==> src/rtl/hcore_pkg.sv <==
package hcore_pkg;

  localparam int ILEN = 32;

  // primary opcodes, bits [31:26]
  localparam logic [5:0] OPC_REG   = 6'h00;
  localparam logic [5:0] OPC_LOAD  = 6'h23;
  localparam logic [5:0] OPC_STORE = 6'h2B;
  localparam logic [5:0] OPC_BEQ   = 6'h04;

  // register-form function codes, bits [5:0]
  localparam logic [5:0] FN_ADD = 6'h20;
  localparam logic [5:0] FN_SUB = 6'h22;
  localparam logic [5:0] FN_AND = 6'h24;
  localparam logic [5:0] FN_OR  = 6'h25;
  localparam logic [5:0] FN_SLT = 6'h2A;

  typedef enum logic [2:0] {
    ALU_ADD = 3'd0,
    ALU_SUB = 3'd1,
    ALU_AND = 3'd2,
    ALU_OR  = 3'd3,
    ALU_SLT = 3'd4
  } alu_op_e;

  typedef enum logic [2:0] {
    CL_NONE  = 3'd0,
    CL_REG   = 3'd1,
    CL_LOAD  = 3'd2,
    CL_STORE = 3'd3,
    CL_BR    = 3'd4
  } iclass_e;

  typedef struct packed {
    logic    rf_we;     // write a destination register
    logic    dst_rd;    // 1: destination from [15:11], 0: from [20:16]
    logic    use_imm;   // ALU operand B from sign-extended immediate
    logic    wb_mem;    // writeback from data memory
    logic    mem_we;    // store strobe
    logic    is_branch; // equality branch
    alu_op_e alu_op;
  } ctrl_t;

endpackage

==> src/rtl/hcore_decode.sv <==
module hcore_decode
  import hcore_pkg::*;
(
  input  logic [5:0] opcode,
  input  logic [5:0] funct,
  output ctrl_t      ctrl
);

  iclass_e cls;
  alu_op_e fn_op;
  logic    fn_ok;

  // first level: instruction class from the opcode
  always_comb begin
    case (opcode)
      OPC_REG:   cls = CL_REG;
      OPC_LOAD:  cls = CL_LOAD;
      OPC_STORE: cls = CL_STORE;
      OPC_BEQ:   cls = CL_BR;
      default:   cls = CL_NONE;
    endcase
  end

  // register-form operation from the function field
  always_comb begin
    fn_ok = 1'b1;
    case (funct)
      FN_ADD:  fn_op = ALU_ADD;
      FN_SUB:  fn_op = ALU_SUB;
      FN_AND:  fn_op = ALU_AND;
      FN_OR:   fn_op = ALU_OR;
      FN_SLT:  fn_op = ALU_SLT;
      default: begin
        fn_op = ALU_ADD;
        fn_ok = 1'b0;
      end
    endcase
  end

  // second level: control word per class
  always_comb begin
    ctrl           = '0;
    ctrl.alu_op    = ALU_ADD;
    case (cls)
      CL_REG: begin
        ctrl.rf_we  = fn_ok;
        ctrl.dst_rd = 1'b1;
        ctrl.alu_op = fn_op;
      end
      CL_LOAD: begin
        ctrl.rf_we   = 1'b1;
        ctrl.use_imm = 1'b1;
        ctrl.wb_mem  = 1'b1;
      end
      CL_STORE: begin
        ctrl.use_imm = 1'b1;
        ctrl.mem_we  = 1'b1;
      end
      CL_BR: begin
        ctrl.is_branch = 1'b1;
        ctrl.alu_op    = ALU_SUB;
      end
      default: ;
    endcase
  end

endmodule

==> src/rtl/hcore_alu.sv <==
module hcore_alu
  import hcore_pkg::*;
#(
  parameter int XLEN = 32
) (
  input  logic [XLEN-1:0] a,
  input  logic [XLEN-1:0] b,
  input  alu_op_e         op,
  output logic [XLEN-1:0] y,
  output logic            zero
);

  logic [XLEN-1:0] diff;
  logic            lt_signed;

  assign diff = a - b;

  // signed compare: sign bits differ -> a negative means less
  assign lt_signed = (a[XLEN-1] != b[XLEN-1]) ? a[XLEN-1] : diff[XLEN-1];

  always_comb begin
    case (op)
      ALU_ADD: y = a + b;
      ALU_SUB: y = diff;
      ALU_AND: y = a & b;
      ALU_OR:  y = a | b;
      ALU_SLT: y = {{(XLEN-1){1'b0}}, lt_signed};
      default: y = '0;
    endcase
  end

  assign zero = (y == '0);

endmodule

==> src/rtl/hcore_regfile.sv <==
module hcore_regfile #(
  parameter int XLEN      = 32,
  parameter int REG_COUNT = 32,
  localparam int AW       = $clog2(REG_COUNT)
) (
  input  logic            clk,
  input  logic            rst,
  input  logic            we,
  input  logic [AW-1:0]   waddr,
  input  logic [XLEN-1:0] wdata,
  input  logic [AW-1:0]   ra1,
  input  logic [AW-1:0]   ra2,
  output logic [XLEN-1:0] rd1,
  output logic [XLEN-1:0] rd2
);

  logic [XLEN-1:0] regs [REG_COUNT];

  // single write port, no reset on the array so it maps to RAM
  always_ff @(posedge clk) begin
    if (we && (waddr != '0)) begin
      regs[waddr] <= wdata;
    end
  end

  // two asynchronous read ports, entry 0 forced to zero
  assign rd1 = (ra1 == '0) ? '0 : regs[ra1];
  assign rd2 = (ra2 == '0) ? '0 : regs[ra2];

  // a write to a nonzero entry is visible on the next cycle
  p_write_lands_r3: assert property (@(posedge clk) disable iff (rst)
    (we && (waddr != '0)) |=> (regs[$past(waddr)] == $past(wdata)));

  // reading entry 0 never returns a stored value
  p_zero_read_r10: assert property (@(posedge clk) disable iff (rst)
    ((ra1 == '0) |-> (rd1 == '0)) and ((ra2 == '0) |-> (rd2 == '0)));

endmodule

==> src/rtl/hcore_top.sv <==
module hcore_top
  import hcore_pkg::*;
#(
  parameter int XLEN      = 32,
  parameter int REG_COUNT = 32
) (
  input  logic            clk,
  input  logic            rst,
  output logic [XLEN-1:0] imem_addr,
  input  logic [ILEN-1:0] imem_rdata,
  output logic [XLEN-1:0] dmem_addr,
  output logic [XLEN-1:0] dmem_wdata,
  output logic            dmem_we,
  input  logic [XLEN-1:0] dmem_rdata
);

  localparam int AW   = $clog2(REG_COUNT);
  localparam int IMMW = 16;

  // instruction fields
  logic [5:0]      f_op;
  logic [5:0]      f_fn;
  logic [AW-1:0]   f_rs;
  logic [AW-1:0]   f_rt;
  logic [AW-1:0]   f_rd;
  logic [IMMW-1:0] f_imm;
  logic            unused_shamt;

  assign f_op         = imem_rdata[31:26];
  assign f_fn         = imem_rdata[5:0];
  assign f_rs         = imem_rdata[21+AW-1:21];
  assign f_rt         = imem_rdata[16+AW-1:16];
  assign f_rd         = imem_rdata[11+AW-1:11];
  assign f_imm        = imem_rdata[15:0];
  assign unused_shamt = ^imem_rdata[10:6];

  // program counter
  logic [XLEN-1:0] pc_q;
  logic [XLEN-1:0] pc_plus4;
  logic [XLEN-1:0] br_target;
  logic [XLEN-1:0] imm_ext;
  logic            br_taken;

  // decode
  ctrl_t ctrl;

  hcore_decode i_decode (
    .opcode (f_op),
    .funct  (f_fn),
    .ctrl   (ctrl)
  );

  // register file
  logic            rf_we;
  logic [AW-1:0]   rf_waddr;
  logic [XLEN-1:0] rf_wdata;
  logic [XLEN-1:0] rs_val;
  logic [XLEN-1:0] rt_val;

  assign rf_we    = ctrl.rf_we & ~rst;
  assign rf_waddr = ctrl.dst_rd ? f_rd : f_rt;

  hcore_regfile #(
    .XLEN      (XLEN),
    .REG_COUNT (REG_COUNT)
  ) i_regfile (
    .clk   (clk),
    .rst   (rst),
    .we    (rf_we),
    .waddr (rf_waddr),
    .wdata (rf_wdata),
    .ra1   (f_rs),
    .ra2   (f_rt),
    .rd1   (rs_val),
    .rd2   (rt_val)
  );

  // operand mux and ALU
  logic [XLEN-1:0] alu_b;
  logic [XLEN-1:0] alu_y;
  logic            alu_zero;

  assign imm_ext = {{(XLEN-IMMW){f_imm[IMMW-1]}}, f_imm};
  assign alu_b   = ctrl.use_imm ? imm_ext : rt_val;

  hcore_alu #(
    .XLEN (XLEN)
  ) i_alu (
    .a    (rs_val),
    .b    (alu_b),
    .op   (ctrl.alu_op),
    .y    (alu_y),
    .zero (alu_zero)
  );

  // writeback mux
  assign rf_wdata = ctrl.wb_mem ? dmem_rdata : alu_y;

  // data port
  assign dmem_addr  = alu_y;
  assign dmem_wdata = rt_val;
  assign dmem_we    = ctrl.mem_we & ~rst;

  // next address
  assign pc_plus4  = pc_q + XLEN'(4);
  assign br_target = pc_plus4 + {imm_ext[XLEN-3:0], 2'b00};
  assign br_taken  = ctrl.is_branch & alu_zero;

  always_ff @(posedge clk) begin
    if (rst) begin
      pc_q <= '0;
    end else begin
      pc_q <= br_taken ? br_target : pc_plus4;
    end
  end

  assign imem_addr = pc_q;

  // the first fetch after reset is from address 0
  p_reset_pc_r1: assert property (@(posedge clk) disable iff (rst)
    $fell(rst) |-> (pc_q == '0));

  // sequential advance when no branch is taken
  p_seq_step_r2: assert property (@(posedge clk) disable iff (rst)
    !br_taken |=> (pc_q == $past(pc_q) + XLEN'(4)));

  // a taken branch lands on the computed target
  p_branch_lands_r8: assert property (@(posedge clk) disable iff (rst)
    br_taken |=> (pc_q == $past(br_target)));

  // stores and branches never write a register
  p_no_rf_write_r4: assert property (@(posedge clk) disable iff (rst)
    (dmem_we || ctrl.is_branch) |-> !rf_we);

  // subtraction result recombines with operand B to operand A
  p_sub_inverse_r5: assert property (@(posedge clk) disable iff (rst)
    (ctrl.alu_op == ALU_SUB) |-> ((alu_y + alu_b) == rs_val));

  // set-if-less yields only 0 or 1
  p_slt_range_r7: assert property (@(posedge clk) disable iff (rst)
    (ctrl.alu_op == ALU_SLT) |-> (alu_y[XLEN-1:1] == '0));

endmodule

==> config.mk <==
export PLATFORM = sky130hd
export DESIGN_NAME = hcore_top
export DESIGN_NICKNAME = d
export VERILOG_FILES = /design/src/rtl/hcore_pkg.sv /design/src/rtl/hcore_decode.sv /design/src/rtl/hcore_alu.sv /design/src/rtl/hcore_regfile.sv /design/src/rtl/hcore_top.sv
export SDC_FILE = /design/constraint.sdc
export NUM_CORES = 2
export LEC_CHECK = 0
export ABC_CLOCK_PERIOD_IN_PS = 9900
export BUFFER_PORTS_ARGS = -buffer_cell sky130_fd_sc_hd__buf_2
export CAP_MARGIN = 20
export CORE_AREA = 2 2 350 352
export DETAILED_ROUTE_END_ITERATION = 16
export DIE_AREA = 0 0 352 354
export PLACE_DENSITY = 0.61
export SYNTH_ARGS = -nofsm -noshare
export SYNTH_HDL_FRONTEND = slang
export SYNTH_HIERARCHICAL = 1
export SYNTH_SLANG_ARGS = --single-unit
==> constraint.sdc <==
create_clock -name clk -period 9.9 [get_ports clk]
set_input_delay 1.98 -clock clk [delete_from_list [all_inputs] [get_ports clk]]
set_output_delay 1.98 -clock clk [all_outputs]
set_load 0.05 [all_outputs]
==> results.py <==
metrics = {
    "die": {
        "num_rows": 128,
        "die_area_um2": 125000,
        "die_x_um": 352,
        "start_util_pct": 47.6,
        "ios": 163,
        "core_um2": 121000,
        "die_h_um": 354,
    },
    "timing": {
        "setup_violations": 0,
        "worstMarginPinSlew_ns": 1.11,
        "hold_viol": 0,
        "fin_crit_sh_pct": 98.5,
        "fin_crit_ns": 9.75,
        "max_freq_ghz": 0.103,
        "slew_headroom_pct": 25.8,
        "drv_slew": 0,
        "finClkSkew_ns": 0.0391,
        "whs_ns": 0.627,
        "rsz0062_at_grt": "yes",
    },
    "cts": {
        "clk_pin_slew_ns": 0.05,
        "clock-sinks": 1054,
        "hold_buffers": 0,
        "cts_buffers": 110,
        "cts_tree": "yes",
        "cts_buffer_depth": 3,
        "h-tree-depth": 3,
        "root_buffer": "clkbuf_16",
        "clk-insertion-delay-late_ns": 0.74,
    },
    "detailed_routing": {
        "met2_length_um": 95900,
        "drt-total-wl_um": 209000,
        "vias": 41600,
        "drcViolationCount": 0,
        "wl_met3_um": 23900,
        "vias_per_cell": 6.76,
        "antenna_left": 0,
        "wl_met1_um": 80200,
        "drt-wirelength-per-cell_um": 34.1,
        "routed.top_layer": "met5",
        "first_pass_iters": 5,
        "drt_iter0_drc": 5644,
    },
    "placement": {
        "dpl_cell_area_um2": 63600,
        "numPortBuffers": 160,
        "dp_hpwl_um": 137000,
        "place.gp.congestion": 0.961,
    },
    "setup_path": {
        "crit_required_ns": 7.92,
        "critPathArrivalTime_ns": 7.77,
        "regToRegSetupSlack_ns": 1.62,
        "cp_slowest_stage_delay_ns": 0.45,
        "critPathMostFrequentCell": "buf_4",
        "path_max_fanout": 20,
        "critPathSlowestCell": "buf_4",
        "startpoint_type": "input pin",
        "path_class": "input pin to output port",
        "cp-end-kind": "output port",
    },
    "layout": {
        "fin_nets": 4630,
        "flow.area_growth_from_synthesis_pct": 17.1,
        "nFillCells": 9716,
        "regArea_um2": 31400,
        "layout-drive-gt1-share_pct": 30.3,
        "multi_input_area_um2": 24800,
        "finish.utilization_pct": 55.7,
        "final_cell_area_um2": 67400,
    },
    "logic_synthesis": {
        "syn_area_um2": 57600,
        "synthTopCellsByCount": "1,024 x edfxtp_1, 329 x mux2i_1, 298 x mux4_2",
        "synth_top_area_cell": "edfxtp_1",
        "ys_ff_latch": 1054,
        "async_flop_share_pct": 0,
        "syn_inst": 3935,
        "netlist.area_leader.share_pct": 53.4,
        "ys.flop_type": "edfxtp_1",
        "synth_edf_count": 1024,
        "synth.top_cells.by_area": "edfxtp_1 53%, mux4_2 12%, mux2i_1 5.7%, ha_1 3.0%, mux4_1 2.5%",
        "synth.most_common_cell": "edfxtp_1",
        "syn_area_per_cell_um2": 14.6,
        "ys_types": 103,
        "seq_area_frac_synth_pct": 54.5,
        "ys_warn_count": 6,
    },
    "grt": {
        "grt_pass1_wl_um": 294000,
        "antenna_found_initial": 7,
        "overflow": 0,
        "grt_usage_pct": 33.0,
        "grt_max_degree": 74,
        "grt_pass1_vias": 40200,
    },
    "run_status": {
        "status": "complete, no violations",
    },
    "job": {
        "drv_cap": 0,
    },
    "power": {
        "peakVddDrop_uv": 172,
        "leakagePower_nw": 24.0,
        "powerDensity_nw_per_um2": 194,
        "fin_total_pwr_mw": 13.1,
    },
    "worst_hold_path": {
        "hold_class": "flop to flop",
    },
}
## area by class of cell
class / count / share of cell area [%]
flip-flops and latches: 1054 / 46.5
repair buffers: 635 / 7.45
clock inverters: 75 / 1.15
well taps: 1625 / 3.02
multi-input cells: 2491 / 36.9
inverters: 131 / 0.733
diodes: 3 / 0.0111
clock buffers: 132 / 4.26
## timing repair
item	4_1_cts	5_1_grt
endpoints found under the hold margin	0	0
setup buffers	1	3
endpoints found under the setup margin	1	21
pin swaps	1	7
gates resized for setup	3	12
cloned	0	1
## critical path, delay by kind of cell
family                     cells  cell delay, ns
buffers and inverters          8            1.70
muxes                          1            0.22
and+or+nand+nor                5            0.68
AOI/OAI and AO/OA             13            2.51
adders and majority gates      2            0.64
## placed cells by master (no fill, tap or decap), drive strengths merged, types with 14 or more instances in the layout
| cell type | netlist | routed |
|---|---|---|
| dfxtp | 30 | 30 |
| a311oi | 33 | 33 |
| xor2 | 27 | 27 |
| nand2 | 205 | 205 |
| buf | 150 | 634 |
| nor3 | 34 | 34 |
| mux4 | 352 | 352 |
| ha | 137 | 137 |
| a22oi | 65 | 65 |
| edfxtp | 1024 | 1024 |
| xnor2 | 45 | 45 |
| nor4 | 18 | 18 |
| clkinv | 0 | 55 |
| o31ai | 15 | 15 |
| a211oi | 100 | 100 |
| inv | 131 | 137 |
| o221ai | 69 | 69 |
| mux2i | 329 | 329 |
| a221oi | 57 | 57 |
| nand2b | 14 | 14 |
| nand4 | 57 | 57 |
| a21o | 25 | 25 |
| mux2 | 117 | 117 |
| nand3 | 33 | 33 |
| o211ai | 24 | 24 |
| a31oi | 15 | 15 |
| nor2b | 53 | 53 |
| o21ai | 159 | 159 |
| a21oi | 137 | 137 |
| conb | 2 | 34 |
| clkbuf | 138 | 133 |
| a2111oi | 16 | 16 |
| nor2 | 140 | 140 |
## cells by family after synthesis
family                     after synthesis  synth area share [%]
AOI/OAI and AO/OA                      815                  10.2
buffers and inverters                  422                  3.59
DFF                                   1054                  54.5
other                                    2                0.0130
adders and majority gates              141                  3.12
xor gates and xnor gates                72                  1.10
and+or+nand+nor                        631                  5.44
muxes                                  798                  22.1
## stage by stage
stage          cells  worst slack [ns]  setup TNS [ns]
3_3_place_gp    5931            -0.484           -8.05
3_5_place_dp    5931            -0.517           -9.62
5_1_grt         6144           -0.0694          -0.124
4_1_cts         6139            0.0243               0
2_1_floorplan   3967            0.0649               0
6_report        6146             0.152               0
## metal layers
layer	track usage (%)	up-vias
li1	-	17000
met1	44.9	21200
met4	14.0	6
met3	6.74	522
met2	51.6	2883
met5	0	-
## power by group
part | leakage [nW] | switching, mW | internal, mW | total [mW]
combinational | 12.7 | 2.24 | 1.03 | 3.27
sequential | 9.47 | 0.0249 | 5.59 | 5.61
clock | 1.80 | 1.80 | 2.37 | 4.17
## registers in the layout, indices dropped and copies added, names as in the netlist
register        flops
i_regfile/regs   1024
imem_addr          30
## path summary, 6_finish.rpt
| check | from | to | cells after the start |
|---|---|---|---|
| min | imem_addr[2] | imem_addr[2] | 1 |
| min reg2reg | imem_addr[2] | imem_addr[2] | 1 |
| max | imem_rdata[19] | dmem_addr[31] | 29 |
| max reg2reg | i_regfile/regs[8][4] | imem_addr[31] | 38 |
Note: power is estimated with default switching activity, not from simulation.
